[src/rtl/tlb_rc_pkg.sv]
package tlb_rc_pkg;
  typedef enum logic [2:0] {
    K_NONE   = 3'd0,
    K_REAL   = 3'd1,
    K_BLOCK  = 3'd2,
    K_DSTORE = 3'd3,
    K_HIT    = 3'd4,
    K_MISS   = 3'd5
  } resp_kind_e;
endpackage

[src/rtl/tlb_segfile.sv]
module tlb_segfile #(
  parameter int SEL_W  = 4,
  parameter int VSID_W = 24,
  localparam int SEGS  = 1 << SEL_W
) (
  input  logic              clk,
  input  logic              rst,
  input  logic              wr_en,
  input  logic [SEL_W-1:0]  wr_sel,
  input  logic [VSID_W-1:0] wr_vsid,
  input  logic              wr_t,
  input  logic [SEL_W-1:0]  rd_sel,
  output logic [VSID_W-1:0] rd_vsid,
  output logic              rd_t
);
  logic [VSID_W-1:0] vsid_q [SEGS];
  logic [SEGS-1:0]   t_q;

  always_ff @(posedge clk) begin
    if (rst) begin
      t_q <= '0;
      for (int i = 0; i < SEGS; i++) vsid_q[i] <= '0;
    end else if (wr_en) begin
      vsid_q[wr_sel] <= wr_vsid;
      t_q[wr_sel]    <= wr_t;
    end
  end

  assign rd_vsid = vsid_q[rd_sel];
  assign rd_t    = t_q[rd_sel];


  seg_write_chk: assert property (@(posedge clk) disable iff (rst)
    wr_en |=> (vsid_q[$past(wr_sel)] == $past(wr_vsid)) && (t_q[$past(wr_sel)] == $past(wr_t)));
endmodule

[src/rtl/tlb_cam.sv]
module tlb_cam #(
  parameter int ENTRIES = 16,
  parameter int VSID_W  = 24,
  parameter int PIDX_W  = 16,
  parameter int PPN_W   = 20,
  localparam int IDX_W  = $clog2(ENTRIES)
) (
  input  logic              clk,
  input  logic              rst,
  input  logic [VSID_W-1:0] lk_vsid,
  input  logic [PIDX_W-1:0] lk_pidx,
  output logic              lk_hit,
  output logic [IDX_W-1:0]  lk_idx,
  output logic [PPN_W-1:0]  lk_ppn,
  output logic              lk_c,
  input  logic              cset_en,
  input  logic [IDX_W-1:0]  cset_idx,
  input  logic              inv_en,
  input  logic [PIDX_W-1:0] inv_pidx,
  input  logic              fill_en,
  input  logic [VSID_W-1:0] fill_vsid,
  input  logic [PIDX_W-1:0] fill_pidx,
  input  logic [PPN_W-1:0]  fill_ppn,
  input  logic              fill_c
);
  localparam logic [IDX_W-1:0] LAST = IDX_W'(ENTRIES - 1);

  logic [ENTRIES-1:0] v_q, c_q, match;
  logic [VSID_W-1:0]  vsid_q [ENTRIES];
  logic [PIDX_W-1:0]  pidx_q [ENTRIES];
  logic [PPN_W-1:0]   ppn_q  [ENTRIES];
  logic [IDX_W-1:0]   ptr_q;

  // status bits: changed-bit set, then invalidate, then refill (refill wins)
  always_ff @(posedge clk) begin
    if (rst) begin
      v_q <= '0;
      c_q <= '0;
    end else begin
      for (int i = 0; i < ENTRIES; i++) begin
        if (cset_en && cset_idx == IDX_W'(i)) c_q[i] <= 1'b1;
        if (inv_en && pidx_q[i] == inv_pidx) v_q[i] <= 1'b0;
        if (fill_en && ptr_q == IDX_W'(i)) begin
          v_q[i] <= 1'b1;
          c_q[i] <= fill_c;
        end
      end
    end
  end

  // tag and page payload, written only on refill
  always_ff @(posedge clk) begin
    if (fill_en) begin
      vsid_q[ptr_q] <= fill_vsid;
      pidx_q[ptr_q] <= fill_pidx;
      ppn_q[ptr_q]  <= fill_ppn;
    end
  end

  always_ff @(posedge clk) begin
    if (rst) ptr_q <= '0;
    else if (fill_en) ptr_q <= (ptr_q == LAST) ? '0 : ptr_q + 1'b1;
  end

  for (genvar g = 0; g < ENTRIES; g++) begin : g_cmp
    assign match[g] = v_q[g] && (vsid_q[g] == lk_vsid) && (pidx_q[g] == lk_pidx);
  end

  always_comb begin
    lk_idx = '0;
    for (int i = ENTRIES - 1; i >= 0; i--) if (match[i]) lk_idx = IDX_W'(i);
  end

  assign lk_hit = |match;
  assign lk_ppn = ppn_q[lk_idx];
  assign lk_c   = c_q[lk_idx];


  rr_advance_chk: assert property (@(posedge clk) disable iff (rst)
    fill_en |=> ptr_q == (($past(ptr_q) == LAST) ? '0 : $past(ptr_q) + 1'b1));

  fill_c_chk: assert property (@(posedge clk) disable iff (rst)
    fill_en |=> v_q[$past(ptr_q)] && (c_q[$past(ptr_q)] == $past(fill_c)));

  match_unique_chk: assert property (@(posedge clk) disable iff (rst) $onehot0(match));
endmodule

[src/rtl/tlb_rc.sv]
module tlb_rc
  import tlb_rc_pkg::*;
#(
  parameter int ENTRIES  = 16,
  parameter int EA_W     = 32,
  parameter int SEG_BITS = 4,
  parameter int OFF_W    = 12,
  parameter int VSID_W   = 24,
  localparam int PIDX_W  = EA_W - SEG_BITS - OFF_W,
  localparam int PPN_W   = EA_W - OFF_W,
  localparam int VA_W    = VSID_W + PIDX_W + OFF_W,
  localparam int IDX_W   = $clog2(ENTRIES)
) (
  input  logic              clk,
  input  logic              rst,
  input  logic              seg_wr_en,
  input  logic [SEG_BITS-1:0] seg_wr_sel,
  input  logic [VSID_W-1:0] seg_wr_vsid,
  input  logic              seg_wr_dstore,
  input  logic              req_valid,
  input  logic [EA_W-1:0]   req_ea,
  input  logic              req_write,
  input  logic              req_fetch,
  input  logic              ir_en,
  input  logic              dr_en,
  input  logic              bat_hit,
  input  logic              refill_valid,
  input  logic [VSID_W-1:0] refill_vsid,
  input  logic [PIDX_W-1:0] refill_pidx,
  input  logic [PPN_W-1:0]  refill_ppn,
  input  logic              refill_c,
  input  logic              inval_valid,
  input  logic [EA_W-1:0]   inval_ea,
  output logic              resp_valid,
  output logic [2:0]        resp_kind,
  output logic [EA_W-1:0]   resp_pa,
  output logic [VA_W-1:0]   resp_va,
  output logic              rc_cset_valid,
  output logic [VA_W-1:0]   rc_cset_va
);
  logic [SEG_BITS-1:0] seg_sel;
  logic [PIDX_W-1:0]   pidx;
  logic [OFF_W-1:0]    off;
  logic [VSID_W-1:0]   seg_vsid;
  logic                seg_t;
  logic                lk_hit, lk_c;
  logic [IDX_W-1:0]    lk_idx;
  logic [PPN_W-1:0]    lk_ppn;
  logic                xl_on;

  resp_kind_e          kind_d, kind_q;
  logic [EA_W-1:0]     pa_d, pa_q;
  logic [VA_W-1:0]     va_d, va_q, csva_q;
  logic                cset_d, cset_q, miss_store_q;

  assign seg_sel = req_ea[EA_W-1 -: SEG_BITS];
  assign pidx    = req_ea[OFF_W +: PIDX_W];
  assign off     = req_ea[OFF_W-1:0];
  assign xl_on   = req_fetch ? ir_en : dr_en;

  tlb_segfile #(.SEL_W(SEG_BITS), .VSID_W(VSID_W)) u_seg (
    .clk(clk), .rst(rst),
    .wr_en(seg_wr_en), .wr_sel(seg_wr_sel), .wr_vsid(seg_wr_vsid), .wr_t(seg_wr_dstore),
    .rd_sel(seg_sel), .rd_vsid(seg_vsid), .rd_t(seg_t)
  );

  tlb_cam #(.ENTRIES(ENTRIES), .VSID_W(VSID_W), .PIDX_W(PIDX_W), .PPN_W(PPN_W)) u_cam (
    .clk(clk), .rst(rst),
    .lk_vsid(seg_vsid), .lk_pidx(pidx),
    .lk_hit(lk_hit), .lk_idx(lk_idx), .lk_ppn(lk_ppn), .lk_c(lk_c),
    .cset_en(cset_d), .cset_idx(lk_idx),
    .inv_en(inval_valid), .inv_pidx(inval_ea[OFF_W +: PIDX_W]),
    .fill_en(refill_valid), .fill_vsid(refill_vsid), .fill_pidx(refill_pidx),
    .fill_ppn(refill_ppn), .fill_c(refill_c | miss_store_q)
  );

  always_comb begin
    kind_d = K_NONE;
    pa_d   = '0;
    va_d   = '0;
    cset_d = 1'b0;
    if (req_valid) begin
      if (!xl_on) begin
        kind_d = K_REAL;
        pa_d   = req_ea;
      end else if (bat_hit) begin
        kind_d = K_BLOCK;
      end else if (seg_t) begin
        kind_d = K_DSTORE;
      end else begin
        va_d = {seg_vsid, pidx, off};
        if (lk_hit) begin
          kind_d = K_HIT;
          pa_d   = {lk_ppn, off};
          cset_d = req_write && !lk_c;
        end else begin
          kind_d = K_MISS;
        end
      end
    end
  end

  always_ff @(posedge clk) begin
    if (rst) begin
      kind_q       <= K_NONE;
      pa_q         <= '0;
      va_q         <= '0;
      cset_q       <= 1'b0;
      csva_q       <= '0;
      miss_store_q <= 1'b0;
    end else begin
      kind_q <= kind_d;
      pa_q   <= pa_d;
      va_q   <= va_d;
      cset_q <= cset_d;
      csva_q <= cset_d ? va_d : '0;
      if (kind_d == K_MISS) miss_store_q <= req_write;
    end
  end

  assign resp_valid    = (kind_q != K_NONE);
  assign resp_kind     = kind_q;
  assign resp_pa       = pa_q;
  assign resp_va       = va_q;
  assign rc_cset_valid = cset_q;
  assign rc_cset_va    = csva_q;


  real_pass_chk: assert property (@(posedge clk) disable iff (rst)
    (resp_kind == K_REAL) |-> (resp_pa == $past(req_ea)));

  cset_on_hit_chk: assert property (@(posedge clk) disable iff (rst)
    rc_cset_valid |-> (resp_valid && resp_kind == K_HIT && rc_cset_va == resp_va));

  cset_once_chk: assert property (@(posedge clk) disable iff (rst)
    (rc_cset_valid && !$past(refill_valid)) |=> !(rc_cset_valid && rc_cset_va[VA_W-1:OFF_W] == $past(rc_cset_va[VA_W-1:OFF_W])));

  resp_latency_chk: assert property (@(posedge clk) disable iff (rst)
    req_valid |=> resp_valid);
endmodule

[config.mk]
export PLATFORM = sky130hd
export DESIGN_NAME = tlb_rc
export DESIGN_NICKNAME = d
export VERILOG_FILES = /design/src/rtl/tlb_rc_pkg.sv /design/src/rtl/tlb_segfile.sv /design/src/rtl/tlb_cam.sv /design/src/rtl/tlb_rc.sv
export SDC_FILE = /design/constraint.sdc
export NUM_CORES = 2
export LEC_CHECK = 0
export BUFFER_PORTS_ARGS = -buffer_cell sky130_fd_sc_hd__clkbuf_2
export CAP_MARGIN = 20
export CORE_UTILIZATION = 50
export DETAILED_ROUTE_END_ITERATION = 10
export PLACE_DENSITY = 0.67
export SKIP_LAST_GASP = 1
export SLEW_MARGIN = 10
export SYNTH_ARGS = -nofsm -noshare
export SYNTH_HDL_FRONTEND = slang
export SYNTH_SLANG_ARGS = --single-unit
[constraint.sdc]
create_clock -name clk -period 7.9 [get_ports clk]
set_input_delay 1.185 -clock clk [delete_from_list [all_inputs] [get_ports clk]]
set_output_delay 1.185 -clock clk [all_outputs]
set_load 0.005 [all_outputs]
# [After elaboration in Yosys (flattened, before gate mapping)]
# Memory sizes are Yosys's and may differ from the RTL's.
# Index checks and enable logic that the tools add are counted.
[classes] addsub=1 reduce_logical=122 order_cmp=4 n_mux=117 n_div=0 shifts=0 n_mul=0 bitwise_logic=3 eq_ne=79
[ops] operator="== test 16 bit" count=32
[ops] operator="== test 24 bit" count=16
[ops] operator="2-to-1 mux 52 bit" count=4
[ops] operator="2-to-1 mux 32 bit" count=4
[ops] operator="logical AND 1 bit" count=82
[ops] operator="2-to-1 mux 1 bit" count=82
[ops] operator="2-to-1 mux 4 bit" count=18
[ops] operator="== test 4 bit, second input constant" count=16
[ops] operator="nonzero test 2 bit" count=32
[ops] operator="== test 4 x 3 -> 1 bit, second input constant" count=8
[ops] operator="2-to-1 mux 24 bit" count=1
[ops] operator="OR reduction 24 bit" count=1
[ops] operator="bitwise mux 16 bit" count=1
[ops] operator="== test 4 x 2 -> 1 bit, second input constant" count=4
[ops] operator="OR reduction 16 bit" count=1
[ops] operator="< comparator 4 x 5 -> 1 bit, second input constant" count=3
[ops] operator="2-to-1 mux 3 bit" count=4
[ops] operator="binary-select mux 1 bit (select 4 bit)" count=2
[ops] operator="== test 4 x 1 -> 1 bit, second input constant" count=2
[ops] operator="logical NOT 4 bit" count=2
[ops] operator="adder 4 x 1 -> 4 bit, second input constant" count=1
[ops] operator="demux 1 bit (select 4 bit)" count=1
[ops] operator="greater-or-equal comparator 4 x 1 -> 1 bit, second input constant" count=1
[ops] operator="OR reduction 2 bit" count=2
[ops] operator="other kinds (5)" count=6
[word_totals] mem_bits_rw=1344 out_inout_bits=141 romBits=0 word_cells=370 reg_bits=193 inputBits=165 memories=4 latch_bits=0
[memory_table] memory="u_cam.vsid_q" words=16 width=24 rd=16 rd_clocked_by_memory_dff=0 wr=1 line="tlb_cam.sv:29" text="logic [VSID_W-1:0] vsid_q [ENTRIES];"
[memory_table] memory="u_seg.vsid_q" words=16 width=24 rd=1 rd_clocked_by_memory_dff=0 wr=16 line="tlb_segfile.sv:16" text="logic [VSID_W-1:0] vsid_q [SEGS];"
[memory_table] memory="u_cam.ppn_q" words=16 width=20 rd=1 rd_clocked_by_memory_dff=0 wr=1 line="tlb_cam.sv:31" text="logic [PPN_W-1:0] ppn_q [ENTRIES];"
[memory_table] memory="u_cam.pidx_q" words=16 width=16 rd=16 rd_clocked_by_memory_dff=0 wr=1 line="tlb_cam.sv:30" text="logic [PIDX_W-1:0] pidx_q [ENTRIES];"

# [Longest topological paths before layout]
# An unclocked memory read counts as a cell.
[logic_depth] depth_word=32 mapped_depth=26 mapped_depth_nobuf=15

# [By module]
# A second synthesis with hierarchy kept.
[hier_totals] hier_cells=5214 area_unflattened_um2=69375.3
[modules_own_cells] module="tlb_cam" n_inst=1 area_each_um2=47197.8 cells_per_inst=3685
[modules_own_cells] module="tlb_segfile" n_inst=1 area_each_um2=18087.3 cells_per_inst=1171
[modules_own_cells] module="tlb_rc" n_inst=1 area_each_um2=4090.2 cells_per_inst=358

# [Least setup slack after synthesis]
# Ideal clock, no wire load.
[synth_timing] path_kind="input port to flip-flop" startpoint="in req_ea[30]" endpoint="reg u_cam.c_q[11]" path_buffers=7 cell_stages=22 path_slack_ns=1.614 arrival_ns=6.183 path_cell_list="buf_6 > buf_6 > buf_6 > buf_4 > buf_6 > mux2_2 > o22a_1 > a21oi_2 > clkbuf_1 > nor3_1 > or3_1 > or4_1 > nor4_1 > nor3_1 > o311ai_1 > and2_1 > buf_4 > mux2_2 > nand2_1 > o221ai_1 > or4_1 > a221oi_1"
[synth_between] elab_chain_cells=31 elab_cells_between_ends=80
[synth_rtl] item="start: declaration" line="tlb_rc.sv:21" text="input logic [EA_W-1:0] req_ea,"
[synth_rtl] item="memory (16 x 24 bit)"
[synth_rtl] item="== test 24 bit" line="tlb_cam.sv:66" text="assign match[g] = v_q[g] && (vsid_q[g] == lk_vsid) && (pidx_q[g] == lk_pidx);"
[synth_rtl] item="logical AND 1 bit (2 in a row)" line="tlb_cam.sv:66"
[synth_rtl] item="2-to-1 mux 4 bit (16 in a row)" line="tlb_cam.sv:71" text="for (int i = ENTRIES - 1; i >= 0; i--) if (match[i]) lk_idx = IDX_W'(i);"
[synth_rtl] item="binary-select mux 1 bit (select 4 bit)" line="tlb_cam.sv:76" text="assign lk_c = c_q[lk_idx];"
[synth_rtl] item="2-to-1 mux 1 bit (implied by the code)" line="tlb_cam.sv:76"
[synth_rtl] item="logical NOT 1 bit" line="tlb_rc.sv:95" text="cset_d = req_write && !lk_c;"
[synth_rtl] item="logical AND 1 bit" line="tlb_rc.sv:95"
[synth_rtl] item="2-to-1 mux 1 bit" line="tlb_rc.sv:92" text="if (lk_hit) begin"
[synth_rtl] item="2-to-1 mux 1 bit" line="tlb_rc.sv:88" text="end else if (seg_t) begin"
[synth_rtl] item="2-to-1 mux 1 bit" line="tlb_rc.sv:86" text="end else if (bat_hit) begin"
[synth_rtl] item="2-to-1 mux 1 bit" line="tlb_rc.sv:83" text="if (!xl_on) begin"
[synth_rtl] item="2-to-1 mux 1 bit" line="tlb_rc.sv:82" text="if (req_valid) begin"
[synth_rtl] item="logical AND 1 bit (*)" line="tlb_cam.sv:41" text="if (cset_en && cset_idx == IDX_W'(i)) c_q[i] <= 1'b1;"
[synth_rtl] item="nonzero test 2 bit (no line) (*)"
[synth_rtl] item="end signal: indexed assignment" line="tlb_cam.sv:45" text="c_q[i] <= fill_c;"
[synth_rtl] item="end: declaration" line="tlb_cam.sv:28" text="logic [ENTRIES-1:0] v_q, c_q, match;"
# Mark *: on every way between the ends. The rest lies on a longest branch, timed or not. The select of a mux whose other input is x is not followed.
# A chain may end at the register's enable or synchronous reset.

# [Worst setup path after layout]
[layout_timing] startpoint="in req_ea[28]" endpoint="reg pa_q[24], in the netlist resp_pa[24]"
[layout_between] elab_chain_cells=25 elab_cells_between_ends=73
[layout_rtl] item="memory (16 x 24 bit)"
[layout_rtl] item="== test 24 bit" line="tlb_cam.sv:66"
[layout_rtl] item="logical AND 1 bit (2 in a row)" line="tlb_cam.sv:66"
[layout_rtl] item="2-to-1 mux 4 bit (16 in a row)" line="tlb_cam.sv:71"
[layout_rtl] item="memory (16 x 20 bit)"
[layout_rtl] item="2-to-1 mux 32 bit" line="tlb_rc.sv:92"
[layout_rtl] item="2-to-1 mux 32 bit (*)" line="tlb_rc.sv:88"
[layout_rtl] item="2-to-1 mux 32 bit (*)" line="tlb_rc.sv:86"
[layout_rtl] item="2-to-1 mux 32 bit (*)" line="tlb_rc.sv:83"
[layout_rtl] item="end signal: assignment" line="tlb_rc.sv:113" text="pa_q <= pa_d;"
[layout_rtl] item="end: declaration" line="tlb_rc.sv:52" text="logic [EA_W-1:0] pa_d, pa_q;"
# Marked as above.

==> flow_summary.yaml <==
yosys:
  synth_seq_cells: 1537
  synth_area_per_cell_um2: 12.5
  yosysUniqueCellTypes: 107
  syn_inst: 6034
  synth_edf_count: 1344
  seq_area_frac_synth: 0.587
  synth_ff_type: "edfxtp_1"
  syn_area_um2: 75400
  synth_fp_nets: 6203
  ys_async_sr_fraction: 0
  yosysWarnings: 0
clock_tree:
  clkLatencyLatePin_ns: 0.85
  postCtsSetupBuffers: 0
  clockBufferDepth: 3
  cts_sinks: 1537
  htreeDepth: 4
  clk_pin_slew_ns: 0.06
  cts_tree: "done"
  cts_hold_buf: 0
  clockRootBuffer: "clkbuf_16"
  cts_resized: 0
  cts_buffers: 167
layout:
  syn_to_final_growth_pct: 16.0
  drive_gt1_frac: 0.182
  nets: 6773
  final_util: 0.584
  final_cells: 8783
timing:
  slew_violations: 0
  tightestPinTransition_ns: 1.32
  slew_headroom: 0.108
  setup_viol: 0
  rsz0062_at_grt: "no"
  fmax_mhz: 137
  finalHoldViolCount: 0
  fin_skew_ns: 0.0548
  period_minus_slack_ns: 7.29
  setup_tns_ns: 0
  layout_setup_ws_ns: 0.609
  fin_crit_sh: 0.923
pwr:
  power.switching_mw: 5.48
  power_mw: 19.7
  ir_worst_vdd_uv: 203
  power.internal_mw: 14.2
  p_per_area_nw_per_um2: 225
  netSwitchingFraction: 0.278
  comb_power_share: 0.135
  power_frac_clock: 0.404
  leakage_nw: 30.3
  seqPwrFrac: 0.461
floorplanning:
  dieArea_um2: 152000
  die_h_um: 390
  num_rows: 142
  top_level_ports: 306
  start_util: 0.503
  die_x_um: 390
  core_um2: 150000
worst_hold_path:
  hp-class: "flip-flop to flip-flop"
worst_setup_path:
  path_class: "input port to flip-flop"
  crit_chain: "buf_4 -> buf_4 -> buf_12 -> mux2i_1 -> a22oi_1 -> nand3_1 -> a21boi_0 -> o221ai_1 -> or4_1 -> or4_1 -> o21ai_0 -> a2bb2oi_2 -> and2_4 -> buf_12 -> mux2i_1 -> a22oi_1 -> o221ai_1 -> a2111oi_2 -> buf_4 -> a21o_1"
  critPathCaptureType: "flip-flop"
  slowest_delay_ns: 0.83
  crit_required_ns: 8.68
  cp_max_fo: 53
  cpMostUsedCell: "buf_4"
  crit_arrival_ns: 8.07
  crit_buf_inv: 5
  critPathTopFamily: "compound AO/OA/AOI/OAI gates"
  crit_slowest_cell: "a21boi_0"
  start_kind: "input port"
placement:
  post-place-ws_ns: -0.290
  port_buffers: 289
  place_hpwl_um: 221000
  gp_congestion: 1.07
  post-place-cells: 8448
detailed_routing:
  routedWlPerCell_um: 36.2
  routed_wl_um: 318000
  ant_nets: 0
  vias_per_cell: 6.64
  vias: 58300
  dr.pass1.iters: 6
  drcViolationCount: 0
  drt_iter0_drc: 9796
global_routing:
  grt_max_degree: 111
  first_global_vias: 53800
  track_usage: 0.409
  gr-total-overflow: 0
  grt_pass1_wl_um: 429000
  antenna_found_initial: 25
job:
  drv_cap: 0
run_status:
  status: "finished clean"
-- metal layers --
metal,global-route usage,vias up,wire length (um)
met5,0,-,69
met4,0.176,10,15900
met3,0.124,723,44300
met2,0.582,4348,132000
met1,0.578,29200,125000
li1,-,24000,-
-- flip-flops by register name, summed over array words and instances (netlist names), 32 cells and up --
name	count
resp_pa	32
u_cam.ppn_q	320
rc_cset_va	52
u_cam.pidx_q	256
u_seg.vsid_q	384
u_cam.vsid_q	384
resp_va	52
-- metrics by stage --
stage	area, um2	hold slack (ns)
floorplan	75400	0.442
global placement	81700	0.455
detailed placement	81700	0.462
CTS	87300	0.474
global route	87400	0.503
finish	87400	0.473
-- path summary, 6_finish.rpt --
kind / slack [ns] / startpoint / cells after the start / endpoint
hold reg to reg: 0.47 / u_seg.t_q[9] / 2 / u_seg.t_q[9]
setup / recovery: 0.61 / req_ea[28] / 20 / resp_pa[24]
setup reg to reg: 1.42 / u_seg.vsid_q[15][9] / 21 / resp_pa[15]
hold / removal: 0.47 / u_seg.t_q[9] / 2 / u_seg.t_q[9]
-- logic make-up (layout without fill, tap and decap cells) --
logic type,Yosys count,after routing,share of synthesized area
fa+ha+maj,4,4,0.000664
compound gates,941,941,0.0884
flops,1537,1537,0.587
buf+inv,390,1107,0.0222
other cells,0,16,0
mux,373,373,0.0585
simple gates,1989,1989,0.151
xor+xnor,800,800,0.0929
-- cells in the final DEF, fill, tap and decap left out, drive strengths merged, types with 92 or more instances in the layout --
cell type	synthesis	layout
a21oi	201	201
and2	506	506
and3	92	92
buf	119	456
clkbuf	222	495
dfxtp	193	193
edfxtp	1344	1344
mux2i	261	261
nand2	227	227
nand3	167	167
nand4	140	140
nor2	201	201
nor3	162	162
nor4	154	154
o21ai	156	156
or3	93	93
xnor2	526	526
xor2	274	274
-- synth_stat cells, types with 35 or more instances --
cell / number / area share
mux2_2: 64 / 0.0096
a21boi_0: 37 / 0.0037
o2111ai_1: 35 / 0.0041
nor3_1: 162 / 0.011
nand2_1: 226 / 0.011
inv_1: 47 / 0.0023
or3_1: 93 / 0.0077
xor2_1: 274 / 0.032
a22oi_1: 57 / 0.0057
nor2_1: 199 / 0.0099
dfxtp_1: 193 / 0.051
buf_2: 50 / 0.0033
xnor2_1: 526 / 0.061
clkbuf_1: 222 / 0.011
buf_1: 42 / 0.0021
and3_1: 92 / 0.0076
nor4_1: 153 / 0.013
or4_1: 38 / 0.0038
edfxtp_1: 1344 / 0.54
nand4_1: 140 / 0.012
nand3_1: 164 / 0.011
o21ai_0: 151 / 0.010
and2_1: 504 / 0.042
a21oi_1: 200 / 0.013
mux2i_1: 259 / 0.034
mux4_2: 47 / 0.014
a22o_1: 56 / 0.0065
a21o_1: 49 / 0.0049
-- worst reg2reg max path, stage by stage (launching register included) --
cell             delay (ns)
edfxtp_1               0.38
mux4_2                 0.50
mux2i_2                0.15
buf_4                  0.32
nor2_1                 0.10
buf_4                  0.16
or3_1                  0.41
a2111oi_0              0.85
buf_4                  0.23
nand4_1                0.10
nor4_1                 0.46
o21bai_1               0.24
nor2_1                 0.12
or4_1                  0.64
nor3_1                 0.64
buf_4                  0.25
a22oi_1                0.07
o221ai_1               0.09
a2111oi_1              0.09
clkdlybuf4s18_2        0.30
buf_4                  0.16
a21o_1                 0.14
-- power by group through the flow --
stage                     registers, mW  clock network, mW  logic (mW)
final                              9.09               7.96        2.65
after CTS                          9.09               7.97        2.51
after detailed placement           9.26                  0        2.49
after global placement             9.25                  0        2.48
after global routing               9.10               8.28        2.67
after floorplan                    9.24                  0        1.26
-- cell type report --
cell class,count,area [um2]
inverter,49,186
clock buffer,210,4510
antenna,16,40.0
clock inverter,106,1070
timing repair buffer,742,5160
tap,2016,2520
sequential,1537,44200
multi-input combinational,4107,29700
fill,12200,62400
Power figures use the tool's default switching activity.
